==> config.mk <==
export PLATFORM = sky130hd
export DESIGN_NAME = dma_window_decoder
export DESIGN_NICKNAME = d
export VERILOG_FILES = /design/src/rtl/dma_window_decoder.sv
export SDC_FILE = /design/constraint.sdc
export NUM_CORES = 1
export LEC_CHECK = 0
export ABC_CLOCK_PERIOD_IN_PS = 7100
export CAP_MARGIN = 40
export CORE_MARGIN = 2
export CORE_UTILIZATION = 45
export CTS_CLUSTER_SIZE = 14
export DETAILED_ROUTE_END_ITERATION = 8
export DONT_BUFFER_PORTS = 1
export GPL_TIMING_DRIVEN = 0
export PLACE_DENSITY = 0.57
export RECOVER_POWER = 100
export SYNTH_ARGS = -nofsm -noshare
export SYNTH_HDL_FRONTEND = slang
export SYNTH_SLANG_ARGS = --single-unit
==> constraint.sdc <==
create_clock -name clk -period 7.1 [get_ports clk]
set_clock_uncertainty 0.1 [all_clocks]
set_input_delay 2.13 -clock clk [delete_from_list [all_inputs] [get_ports clk]]
set_output_delay 2.13 -clock clk [all_outputs]
set_load 0.05 [all_outputs]
==> src/rtl/dma_window_decoder.sv <==
module dma_window_decoder (
  input  logic        clk,
  input  logic        rst_n,
  input  logic        reg_wr,
  input  logic [9:0]  reg_addr,
  input  logic [63:0] reg_wdata,
  output logic [63:0] reg_rdata,
  input  logic        xlat_req,
  input  logic [63:0] xlat_addr,
  output logic        xlat_valid,
  output logic [1:0]  xlat_kind,
  output logic [63:0] xlat_out
);
  localparam int          NWIN       = 4;
  localparam int          DAC_BIT    = 39;
  localparam logic [63:0] BASE_KEEP  = 64'h0000_0000_FFF0_0003;
  localparam logic [63:0] BASE3_KEEP = 64'h0000_0080_FFF0_0001;
  localparam logic [63:0] MASK_KEEP  = 64'h0000_0000_FFF0_0000;
  localparam logic [63:0] TBA_KEEP   = 64'h0000_0007_FFFF_FC00;
  localparam logic [63:0] CTL_KEEP   = 64'h0000_1CFF_0FC7_FF;
  localparam logic [63:0] LOW_EXT    = 64'h0000_0000_000F_FFFF;
  localparam logic [1:0]  K_FAULT = 2'd0, K_DIRECT = 2'd1, K_SG = 2'd2, K_PASS = 2'd3;

  logic [63:0] base_q [NWIN];
  logic [63:0] mask_q [NWIN];
  logic [63:0] tba_q  [NWIN];
  logic [63:0] ctl_q;
  logic [63:0] ext [NWIN];
  logic [63:0] direct_a [NWIN];
  logic [63:0] pte_a [NWIN];
  logic [NWIN-1:0] hit, usable;

  for (genvar i = 0; i < NWIN; i++) begin : g_win
    assign ext[i]      = mask_q[i] | LOW_EXT;
    assign hit[i]      = base_q[i][0] && ((xlat_addr & ~ext[i]) == (base_q[i] & MASK_KEEP));
    assign direct_a[i] = (tba_q[i] & ~ext[i]) | (xlat_addr & ext[i]);
    assign pte_a[i]    = (tba_q[i] & ~(mask_q[i] >> 10))
                       | ((xlat_addr & (mask_q[i] | 64'hF_E000)) >> 10);
  end
  assign usable = hit & {~base_q[NWIN-1][DAC_BIT], {(NWIN-1){1'b1}}};

  always_ff @(posedge clk or negedge rst_n) begin
    if (!rst_n) begin
      for (int i = 0; i < NWIN; i++) begin
        base_q[i] <= (i == NWIN-1) ? 64'd2 : 64'd0;
        mask_q[i] <= '0;
        tba_q[i]  <= '0;
      end
      ctl_q <= '0;
    end else if (reg_wr) begin
      for (int i = 0; i < NWIN; i++) begin
        if (reg_addr == 10'(i*64))
          base_q[i] <= (i == NWIN-1) ? ((reg_wdata & BASE3_KEEP) | 64'd2) : (reg_wdata & BASE_KEEP);
        if (reg_addr == 10'(256 + i*64)) mask_q[i] <= reg_wdata & MASK_KEEP;
        if (reg_addr == 10'(512 + i*64)) tba_q[i]  <= reg_wdata & TBA_KEEP;
      end
      if (reg_addr == 10'h300) ctl_q <= (ctl_q & ~CTL_KEEP) | (reg_wdata & CTL_KEEP);
    end
  end

  always_comb begin
    reg_rdata = '0;
    for (int i = 0; i < NWIN; i++) begin
      if (reg_addr == 10'(i*64))       reg_rdata = base_q[i];
      if (reg_addr == 10'(256 + i*64)) reg_rdata = mask_q[i];
      if (reg_addr == 10'(512 + i*64)) reg_rdata = tba_q[i];
    end
    if (reg_addr == 10'h300) reg_rdata = ctl_q;
  end

  logic        sac, hole, pass_rng, dac_rng;
  logic [1:0]  kind_d;
  logic [63:0] out_d;

  assign sac      = xlat_addr[63:32] == 32'd0;
  assign hole     = ctl_q[5] && xlat_addr >= 64'h8_0000 && xlat_addr <= 64'hF_FFFF;
  assign pass_rng = xlat_addr >= 64'h100_0000_0000 && xlat_addr <= 64'h1FF_FFFF_FFFF;
  assign dac_rng  = xlat_addr >= 64'h800_0000_0000 && xlat_addr <= 64'hFFF_FFFF_FFFF;

  always_comb begin
    kind_d = K_FAULT;
    out_d  = '0;
    if (sac) begin
      if (!hole)
        for (int i = NWIN-1; i >= 0; i--)
          if (usable[i]) begin
            kind_d = base_q[i][1] ? K_SG : K_DIRECT;
            out_d  = base_q[i][1] ? pte_a[i] : direct_a[i];
          end
    end else if (ctl_q[6] && pass_rng) begin
      kind_d = K_PASS;
      out_d  = xlat_addr & 64'h7_FFFF_FFFF;
    end else if (dac_rng && base_q[NWIN-1][DAC_BIT] && base_q[NWIN-1][0]) begin
      kind_d = K_SG;
      out_d  = (tba_q[NWIN-1] & 64'h7_FFC0_0000) | ((xlat_addr & 64'hFFFF_E000) >> 10);
    end
  end

  always_ff @(posedge clk or negedge rst_n) begin
    if (!rst_n) begin
      xlat_valid <= 1'b0;
      xlat_kind  <= K_FAULT;
      xlat_out   <= '0;
    end else begin
      xlat_valid <= xlat_req;
      xlat_kind  <= xlat_req ? kind_d : K_FAULT;
      xlat_out   <= xlat_req ? out_d : '0;
    end
  end
endmodule

==> qor.yml <==
rsz0062_at_grt: "no"
h-tree-depth: 1
powerDensity_nw_per_um2: 194
register_area_um2: 6760
port-buffer-count: 0
grt_start_max_net_pins: 271
clk_pin_slew_ns: 0.06
whs_ns: 0.401
setup_viol: 0
drive_gt1_share_pct: 24.5
crit_path_end_kind: "output pin"
synth-edff-count: 0
vias: 13300
worst_pin_slew_ns: 1.15
status: "finished clean"
busiest_layer: "met1"
cts_tree: "yes"
grt_pass1_vias: 12500
hp-class: "reg -> reg"
peakVddDrop_v: 0.000236
hpwlAfterDp_um: 49900
drt_first_iter_violations: 1686
dr.pass1.iters: 5
path_class: "in -> out"
viasPerCell: 6.33
track_usage_pct: 35.3
crit_path_start_kind: "input port"
netlist_instances: 1529
crit_arrival_ns: 4.84
grt_antenna_before_repair: 1
crit_fanout: 10
grtUsageMet3_pct: 6.12
clk_path_buf_depth: 3
clock-root-buffer: "clkbuf_16"
multiInputGateArea_um2: 8380
grt_pass1_wl_um: 92300
cts_setup_buffers: 0
use_met2_pct: 51.2
max_freq_mhz: 142
ios: 273
ant_nets: 0
fillers: 3247
async_flop_share_pct: 100
required_ns: 4.87
clock_latency_ns: 0.60
final_cell_mix: "dfrtp_1 (270), mux2_2 (235), clkbuf_1 (99), nor2_1 (81), a21oi_1 (78)"
routabilityCongestion: 0.974
dieArea_um2: 36800
wirelength_um: 64900
core_region_area_um2: 34600
fin_nets: 1766
die_x_um: 192
final.min_clock_period_ns: 7.07
synth_seq_cells: 270
grt-ovfl-total: 0
timing.slew.headroom_pct: 23.2
route.detailed.drc: 0
p_leak_nw: 7.91
syn_area_um2: 15900
final.period_utilization_pct: 99.5
initial_core_util_pct: 45.8
die_h_um: 192
syn_to_final_growth_pct: 11.7
drv_cap: 0
regToRegSetupSlack_ns: 3.16
use_met1_pct: 51.8
synth_cell_types: 71
num_rows: 68
cts_sinks: 270
final_common_cell: "dfrtp_1"
syn_avg_cell_area_um2: 10.4
ys.flop_type: "dfrtp_1"
finalHoldViolCount: 0
cts_made_buffers: 30
yosys_warnings: 0
power_mw: 3.45
ys_seq_area_share_pct: 42.6
wl_per_cell_um: 30.8
slew_viol_final: 0
[synth_stat cells, types with 6 or more instances]
library cell / count / area, um2
buf_2: 20 / 100
nand3_1: 36 / 180
a2bb2oi_1: 9 / 78.8
nand2b_1: 25 / 156
nor3_1: 9 / 45.0
a31oi_1: 32 / 200
a21boi_0: 20 / 150
nor2_1: 82 / 308
a22oi_1: 50 / 375
mux2i_1: 68 / 681
nor4_1: 10 / 62.6
nor2b_1: 45 / 282
a21oi_1: 78 / 390
o221ai_1: 9 / 78.8
and2_1: 17 / 106
o21ai_0: 61 / 305
dfrtp_1: 270 / 6760
xnor2_1: 48 / 420
a221o_1: 7 / 70.1
nand2_1: 66 / 248
a222oi_1: 9 / 90.1
clkbuf_1: 82 / 308
a311oi_1: 6 / 52.6
a211oi_1: 11 / 82.6
a221oi_1: 14 / 123
buf_4: 61 / 458
nand4_1: 11 / 68.8
o21a_1: 9 / 67.6
o22a_1: 16 / 140
mux2_2: 235 / 2650
o22ai_1: 17 / 106
inv_1: 20 / 75.1
[area by class of cell]
cell class                      count  share of cell area (%)
Timing Repair Buffer                9                   0.296
Inverter                           22                   0.466
Multi-Input combinational cell   1121                    47.3
Tap cell                          455                    3.21
Antenna cell                        2                  0.0282
Sequential cell                   270                    38.1
Clock inverter                     15                   0.889
Buffer                            170                    5.00
Clock buffer                       39                    4.76
[cells by family after synthesis]
| family | count (synthesis) | synth area share (%) |
|---|---|---|
| and+or+nand+nor | 333 | 11.0 |
| other | 1 | 0.0236 |
| buffers and inverters | 192 | 6.23 |
| muxes | 304 | 21.1 |
| xor gates and xnor gates | 48 | 2.65 |
| DFF | 270 | 42.6 |
| AOI/OAI and AO/OA | 381 | 16.4 |
[power breakdown]
group | leakage, nW | switching, mW | internal (mW)
clock | 0.492 | 0.687 | 0.910
sequential | 3.74 | 0.0302 | 1.56
combinational | 3.68 | 0.179 | 0.0839
[worst max-delay path, stage by stage]
cell	delay, ns
or4_1	0.60
or2_2	0.32
buf_2	0.22
nor3_4	0.47
clkbuf_4	0.34
nand2_1	0.07
o21ai_0	0.08
o22ai_1	0.12
o211ai_1	0.24
buf_4	0.24
[state kept, by name (all words and copies together), names as in the netlist]
signal and flops:
tba_q 100, base_q 56, ext 48, xlat_out 35, ctl_q 28, xlat_kind 2, xlat_valid 1
[metrics by stage]
step | instances | setup slack (ns) | cell area [um2] | utilization, % | TNS [ns]
floorplan | 1583 | 0.207 | 16100 | - | 0
global placement | 2038 | -0.635 | 16600 | 48.1 | -10.50
detailed placement | 2047 | -0.474 | 16700 | 48.3 | -7.17
CTS | 2101 | 0.000670 | 17800 | 51.4 | 0
global route | 2103 | 0.00364 | 17700 | 51.2 | 0
finish | 2103 | 0.0329 | 17700 | 51.2 | 0
[metal layers]
| layer | wire length (um) | part of all wire, % |
|---|---|---|
| met1 | 28200 | 44 |
| met2 | 27300 | 42 |
| met3 | 6070 | 9.4 |
| met4 | 3240 | 5.0 |
| met5 | 0 | 0 |
[what timing repair did]
item / 4_1_cts / 5_1_grt
endpoints found under the setup margin: 23 / 26
hold buffers: 0 / 0
gates resized for setup: 17 / 17
[worst paths after layout]
kind / from / end / cells past startpoint
worst max-delay path: reg_addr[1] / reg_rdata[26] / 10
worst min register to register: ctl_q[36] / ctl_q[36] / 1
worst max register to register: ext[20] / xlat_out[23] / 10
min in group asynchronous: rst_n / ext[27] / 0
max in group asynchronous: rst_n / xlat_out[1] / 0
worst min-delay path: ctl_q[36] / ctl_q[36] / 1
No activity file was read; power rests on OpenSTA's default activity.
